File: config.mk
export PLATFORM = sky130hd
export DESIGN_NAME = cfg_loader
export DESIGN_NICKNAME = d
export VERILOG_FILES = /design/src/rtl/cfgld_pkg.sv /design/src/rtl/cfgld_sync.sv /design/src/rtl/cfgld_cycle_cnt.sv /design/src/rtl/cfg_loader.sv
export SDC_FILE = /design/constraint.sdc
export NUM_CORES = 1
export LEC_CHECK = 0
export BUFFER_PORTS_ARGS = -buffer_cell sky130_fd_sc_hd__buf_2
export CAP_MARGIN = 5
export CORE_MARGIN = 10
export CORE_UTILIZATION = 49
export DETAILED_ROUTE_END_ITERATION = 10
export HOLD_SLACK_MARGIN = 0.15
export PLACE_DENSITY = 0.71
export SLEW_MARGIN = 5
export SYNTH_ARGS = -nofsm -noshare
export SYNTH_HDL_FRONTEND = slang
export SYNTH_SLANG_ARGS = --single-unit
File: constraint.sdc
create_clock -name clk -period 2.3 [get_ports clk]
set_input_delay 0.69 -clock clk [delete_from_list [all_inputs] [get_ports clk]]
set_output_delay 0.69 -clock clk [all_outputs]
set_load 0.02 [all_outputs]
File: src/rtl/cfgld_pkg.sv
`timescale 1ns/1ps
package cfgld_pkg;

    localparam int unsigned CFG_BYTE_W = 8;

    typedef enum logic [3:0] {
        ST_IDLE,
        ST_FETCH,
        ST_SETUP,
        ST_STROBE,
        ST_HOLD,
        ST_BUSY_LO,
        ST_BUSY_HI,
        ST_DRAIN,
        ST_DONE,
        ST_ERR_TMO,
        ST_ERR_NODONE
    } ld_state_e;

    typedef enum logic [1:0] {
        LD_RUN     = 2'd0,
        LD_DONE    = 2'd1,
        LD_TIMEOUT = 2'd2,
        LD_NODONE  = 2'd3
    } ld_status_e;

    typedef struct packed {
        ld_state_e              state;
        logic [CFG_BYTE_W-1:0]  data;
        logic                   last;
    } ld_regs_t;

    // Phases in which the controller is watching the target's busy handshake.
    function automatic logic is_busy_watch(ld_state_e s);
        return (s == ST_BUSY_LO) || (s == ST_BUSY_HI);
    endfunction

    // Phases in which the controller owns the data bus.
    function automatic logic drives_bus(ld_state_e s);
        return (s == ST_FETCH) || (s == ST_SETUP) || (s == ST_STROBE) ||
               (s == ST_HOLD)  || is_busy_watch(s);
    endfunction

endpackage

File: src/rtl/cfgld_sync.sv
`timescale 1ns/1ps
// Multi-bit bank of independent flop chains for asynchronous level inputs.
module cfgld_sync #(
    parameter int unsigned WIDTH  = 2,
    parameter int unsigned STAGES = 2
) (
    input  logic             clk,
    input  logic             rst_n,
    input  logic [WIDTH-1:0] async_i,
    output logic [WIDTH-1:0] sync_o
);
    logic [STAGES-1:0][WIDTH-1:0] chain_q;

    always_ff @(posedge clk or negedge rst_n) begin
        if (!rst_n) chain_q <= '0;
        else        chain_q <= {chain_q[STAGES-2:0], async_i};
    end

    assign sync_o = chain_q[STAGES-1];
endmodule

File: src/rtl/cfgld_cycle_cnt.sv
`timescale 1ns/1ps
// Saturating up-counter: holds zero in the cycle after a clear.
module cfgld_cycle_cnt #(
    parameter int unsigned W = 4
) (
    input  logic         clk,
    input  logic         rst_n,
    input  logic         clr,
    output logic [W-1:0] count_o
);
    logic [W-1:0] count_d, count_q;

    always_comb begin
        count_d = count_q;
        if (clr)                 count_d = '0;
        else if (count_q != '1)  count_d = count_q + 1'b1;
    end

    always_ff @(posedge clk or negedge rst_n) begin
        if (!rst_n) count_q <= '0;
        else        count_q <= count_d;
    end

    assign count_o = count_q;
endmodule

File: src/rtl/cfg_loader.sv
`timescale 1ns/1ps
module cfg_loader
    import cfgld_pkg::*;
#(
    parameter int unsigned SETUP_CYC    = 2,
    parameter int unsigned STROBE_CYC   = 3,
    parameter int unsigned HOLD_CYC     = 2,
    parameter int unsigned TIMEOUT_CYC  = 400,
    parameter int unsigned SYNC_STAGES  = 2,
    parameter bit          STOP_AT_DONE = 1'b1
) (
    input  logic                  clk,
    input  logic                  rst_n,
    input  logic                  in_valid,
    input  logic [CFG_BYTE_W-1:0] in_data,
    input  logic                  in_last,
    output logic                  in_ready,
    output logic [CFG_BYTE_W-1:0] cfg_data,
    output logic                  cfg_data_oe,
    output logic                  cfg_wr_n,
    input  logic                  tgt_rdy_busy,
    input  logic                  tgt_conf_done,
    output logic [1:0]            ld_status
);
    localparam int unsigned PH_MAX0 = (SETUP_CYC > STROBE_CYC) ? SETUP_CYC : STROBE_CYC;
    localparam int unsigned PH_MAX  = (PH_MAX0 > HOLD_CYC) ? PH_MAX0 : HOLD_CYC;
    localparam int unsigned PH_W    = $clog2(PH_MAX + 1);
    localparam int unsigned TMO_W   = $clog2(TIMEOUT_CYC + 1);

    localparam logic [PH_W-1:0]  SETUP_LAST  = PH_W'(SETUP_CYC - 1);
    localparam logic [PH_W-1:0]  STROBE_LAST = PH_W'(STROBE_CYC - 1);
    localparam logic [PH_W-1:0]  HOLD_LAST   = PH_W'(HOLD_CYC - 1);
    localparam logic [TMO_W-1:0] TMO_LAST    = TMO_W'(TIMEOUT_CYC - 1);

    ld_regs_t         cur, nxt;
    logic             rdy_s, done_s;
    logic             ph_clr, tmo_clr;
    logic [PH_W-1:0]  ph_cnt;
    logic [TMO_W-1:0] tmo_cnt;

    // Target lines are asynchronous to clk.
    cfgld_sync #(.WIDTH(2), .STAGES(SYNC_STAGES)) u_sync (
        .clk     (clk),
        .rst_n   (rst_n),
        .async_i ({tgt_conf_done, tgt_rdy_busy}),
        .sync_o  ({done_s, rdy_s})
    );

    // Cycles spent in the current setup/strobe/hold phase.
    cfgld_cycle_cnt #(.W(PH_W)) u_phase_cnt (
        .clk     (clk),
        .rst_n   (rst_n),
        .clr     (ph_clr),
        .count_o (ph_cnt)
    );

    // Cycles spent in the busy watch as a whole (low and high halves).
    cfgld_cycle_cnt #(.W(TMO_W)) u_tmo_cnt (
        .clk     (clk),
        .rst_n   (rst_n),
        .clr     (tmo_clr),
        .count_o (tmo_cnt)
    );

    always_comb begin
        nxt      = cur;
        in_ready = 1'b0;
        unique case (cur.state)
            ST_IDLE, ST_FETCH: begin
                in_ready = 1'b1;
                if (in_valid) begin
                    nxt.data  = in_data;
                    nxt.last  = in_last;
                    nxt.state = ST_SETUP;
                end
            end
            ST_SETUP:  if (ph_cnt == SETUP_LAST)  nxt.state = ST_STROBE;
            ST_STROBE: if (ph_cnt == STROBE_LAST) nxt.state = ST_HOLD;
            ST_HOLD:   if (ph_cnt == HOLD_LAST)   nxt.state = ST_BUSY_LO;
            ST_BUSY_LO: begin
                if (!rdy_s)                   nxt.state = ST_BUSY_HI;
                else if (tmo_cnt == TMO_LAST) nxt.state = ST_ERR_TMO;
            end
            ST_BUSY_HI: begin
                if (rdy_s) begin
                    // Done is only meaningful once the busy cycle has closed.
                    if (cur.last)                    nxt.state = done_s ? ST_DONE : ST_ERR_NODONE;
                    else if (done_s && STOP_AT_DONE) nxt.state = ST_DRAIN;
                    else                             nxt.state = ST_FETCH;
                end else if (tmo_cnt == TMO_LAST) begin
                    nxt.state = ST_ERR_TMO;
                end
            end
            ST_DRAIN: begin
                in_ready = 1'b1;
                if (in_valid && in_last) nxt.state = ST_DONE;
            end
            default: ;
        endcase
        ph_clr  = (nxt.state != cur.state);
        tmo_clr = !(is_busy_watch(cur.state) && is_busy_watch(nxt.state));
    end

    always_ff @(posedge clk or negedge rst_n) begin
        if (!rst_n) cur <= '{state: ST_IDLE, data: '0, last: 1'b0};
        else        cur <= nxt;
    end

    always_comb begin
        cfg_data_oe = drives_bus(cur.state);
        cfg_data    = cfg_data_oe ? cur.data : '0;
        cfg_wr_n    = (cur.state != ST_STROBE);
        unique case (cur.state)
            ST_DONE:       ld_status = LD_DONE;
            ST_ERR_TMO:    ld_status = LD_TIMEOUT;
            ST_ERR_NODONE: ld_status = LD_NODONE;
            default:       ld_status = LD_RUN;
        endcase
    end
endmodule

==> results.txt <==
* Nets: 231
- Counting flops with an async set or reset pin after synthesis yields a share of 100%.
- Clock sink count: 28
- The congestion estimate from routability-driven global placement came to 0.933.
- Largest fanout of any net on the critical path: 8
- CTS built an H-tree with a depth of 1.
- The floorplan has 21 rows.
* Dominant register cell in the synthesized netlist: sky130_fd_sc_hd__dfrtp_1
- After filler insertion, the fill cell instance count of the layout stands at 291.
* Number of enable flip-flop cells after synthesis: 0
- The number of antenna violations at the first check in global routing was 0.
- By instance count, the leading cell after synthesis is sky130_fd_sc_hd__dfrtp_1.
- Number of diodes: 0
- The internal portion of the total power is 697 uW.
- Leftover overflow at the end of global routing: 0
* Width of the die: 79.2 um
- Of all cell types, the one taking the most synthesized area is sky130_fd_sc_hd__dfrtp_1.
* Peak clock frequency supported by timing: 435 MHz
- Clock-pin slew reported for the worst setup and hold paths after clock tree synthesis: 0.15 ns
- For this block, the via count after detailed routing is 1496.
* Share of the synthesized area in the top cell type: 40.8%
- Final Worst Setup Slack: 0.00260 ns
- Pre-CTS setup slack: 0.131 ns
* Leakage: 0.977 nW
- At the later pin of the worst-skew pair, clock insertion delay measures 0.32 ns.
- The final count of pins violating max slew is 0.
- Utilization of the core after routing: 64.5%
- Post-detailed-route count of antenna-violating nets: 0
* Routed len/inst: 17.2 um
- Worst slew margin relative to its limit: 60.4%
* Kind of capture point of the worst setup path: output port
- Counting the buffers created by CTS gives 3.
* Grt met3 use: 2.14%
* Final worst clock skew: 0.00835 ns
- Final setup fails: 0
- Sorting the synthesized cells by area gives the leading types as sky130_fd_sc_hd__dfrtp_1 41%, sky130_fd_sc_hd__mux2_2 5.2%, sky130_fd_sc_hd__a211oi_1 4.8%, sky130_fd_sc_hd__ha_1 4.4%, sky130_fd_sc_hd__xor2_1 3.1%.
* Hold Violations, Final: 0
* Post-DR vias/cell: 5.84
* Pin count of the biggest net entering global routing: 29
- The number of global-route vias before repair was 1419.
- Net switching is 19.3% of the power.
- Cells with a size suffix above 1 make up 39.0% of the layout.
- Synth Register Bits: 28
* Max-cap violation count: 0
- Outcome: finished, final reports clean
* Final worst-path cycle share: 99.9%
- Residual DRC: 0
- The total area inside the core boundary comes to 3360 um^2.
- Wires add up to 4.41 mm.
- Type of the worst min-delay path: primary input to asynchronous set/reset pin
* Global route hottest layer: met2
- Depth of the worst register-to-register path: 8
- # IOs: 27
- Startpoint-to-endpoint class of the critical path: flop to output port
* Synthesized net count: 187
* Clk network pwr share: 36.5%
- The number of different library cells used by synthesis comes to 51.
* Worst voltage drop across the vdd grid: 0.343 mV
* Reg-to-reg setup timing slack: 0.09 ns
* Most used standard cells in the synthesized netlist: 28 x sky130_fd_sc_hd__dfrtp_1, 11 x sky130_fd_sc_hd__a211oi_1, 11 x sky130_fd_sc_hd__nand2_1
* Total Neg Setup Slack: 0 ns
* Clock tree from TritonCTS: yes
* Cell chosen for the clock root: sky130_fd_sc_hd__clkbuf_4
* Initial cell density of the core: 51.1%
- For this run, the number of Yosys warnings is 0.
- The cell area that synthesis handed to floorplanning was 1720 um^2.
- The pre-antenna-repair detailed-routing pass consisted of 4 iterations.
- After technology mapping, the gate count stands at 167.
- Counting along the longest clock path gives a buffer depth of 2.
- Relative contribution of sequential cells to total power: 59.2%
- Unrepaired setup endpoints after global routing: true
* Final Critical Period: 2.30 ns
- Global routing consumed, on the met1 layer, 15.4% of the routing resources.
* Overall Global Routing Usage: 12.7%
- Number of buffers added on ports: 26
- Critical path startpoint category: flop
* Met2 usage: 22.2%
- Post-Synthesis Mean Instance Area: 10.3 um^2
* First-pass GRT wire length: 6.56 mm
- In this run the power spent charging and discharging nets is 167 uW.
- Fraction of the yosys area taken by sequential cells: 40.8%
- Data on the critical path is required at its endpoint by 1.61 ns.
- The area growth from synthesis to layout is 26.4%.
- Die area: 6270 um^2
- HPWL after DPL: 2.95 mm
- After the first detailed-routing iteration, the DRC count stood at 235.
- Vert. Die Dim: 79.2 um
* Arrival time reported for the critical path endpoint: 1.61 ns
- Pin slew with the least headroom to its limit: 0.595 ns
- In this run the power density over the cells is 398 nW/um^2.
* Combinational fraction of design power: 4.3%
## per-layer routing
layer | up-vias | part of all wire (%)
met4 | 0 | 1.2
li1 | 700 | -
met2 | 51 | 54
met5 | - | 0
met3 | 6 | 4.7
met1 | 739 | 40
## final timing paths
| check | start | end |
|---|---|---|
| max | cur[9] | cfg_wr_n |
| min | rst_n | cur[4] |
| max reg2reg | cur[10] | u_tmo_cnt.count_o[4] |
| min reg2reg | u_sync.chain_q[1] | u_sync.sync_o[1] |
| max in group asynchronous | rst_n | cur[9] |
| min in group clk | u_sync.chain_q[1] | u_sync.sync_o[1] |
## worst max-delay path, stage by stage, from the launching register on
cell,delay [ns]
sky130_fd_sc_hd__dfrtp_2,0.50
sky130_fd_sc_hd__inv_2,0.09
sky130_fd_sc_hd__or4_4,0.55
sky130_fd_sc_hd__buf_6,0.15
## placed cells by master, fill, tap and decap left out, types with 4 or more instances in the layout
| cell type | instances |
|---|---|
| sky130_fd_sc_hd__buf_2 | 17 |
| sky130_fd_sc_hd__mux2_2 | 8 |
| sky130_fd_sc_hd__xor2_1 | 6 |
| sky130_fd_sc_hd__a211oi_1 | 11 |
| sky130_fd_sc_hd__a21oi_1 | 4 |
| sky130_fd_sc_hd__nand4_1 | 6 |
| sky130_fd_sc_hd__buf_4 | 17 |
| sky130_fd_sc_hd__nor2_1 | 9 |
| sky130_fd_sc_hd__inv_1 | 6 |
| sky130_fd_sc_hd__and2_1 | 5 |
| sky130_fd_sc_hd__nand2_1 | 11 |
| sky130_fd_sc_hd__dfrtp_1 | 25 |
| sky130_fd_sc_hd__buf_6 | 10 |
| sky130_fd_sc_hd__ha_1 | 6 |
## sequential cells by signal (all words and copies together), names as in the netlist
signal and cells:
cur 13, u_tmo_cnt.count_o 9, u_sync.chain_q 2, u_sync.sync_o 2
u_phase_cnt.count_o 2
## power groups by stage
stage	clock [mW]	combinational, mW	sequential (mW)
global placement	0	0.0354	0.520
finish	0.315	0.0370	0.511
floorplan	0	0.0129	0.518
CTS	0.325	0.0374	0.511
global route	0.356	0.0419	0.513
detailed placement	0	0.0373	0.520
## cell type report
class	instances	area [um^2]	area share (%)
Sequential cell	28	704	32.4
Inverter	7	26.3	1.21
Clock inverter	1	30.0	1.38
Tap cell	46	57.6	2.65
Multi-Input combinational cell	126	992	45.7
Clock buffer	3	22.5	1.04
Timing Repair Buffer	45	338	15.6
## kinds of logic after synthesis
kind of cell / count (synthesis) / synth area share, %
multiplexers: 11 / 6.99
XOR/XNOR: 9 / 4.59
AND/OR/NAND/NOR: 65 / 23.7
AO/OA/AOI/OAI: 34 / 14.6
flip-flops: 28 / 40.8
adder cells (fa/ha/maj): 6 / 4.37
buffers and inverters: 14 / 5.03
## per-stage QoR
step / total power, mW / cells / area, um^2 / hold slack [ns]
after CTS: 0.874 / 245 / 2000 / 0.359
after global placement: 0.555 / 237 / 1890 / 0.333
after floorplan: 0.531 / 167 / 1720 / 0.331
after detailed placement: 0.558 / 237 / 1890 / 0.344
final: 0.864 / 256 / 2170 / 0.341
after global routing: 0.911 / 256 / 2170 / 0.352
## repair_timing
| item | 4_1_cts | 5_1_grt |
|---|---|---|
| pin swaps | 2 | 8 |
| resized for setup | 10 | 24 |
| gates cloned | 0 | 1 |
| hold buffers | 0 | 0 |
| buffers inserted | 4 | 10 |
| endpoints found under the setup margin | 11 | 14 |
No activity file was read; power rests on OpenSTA's default activity.
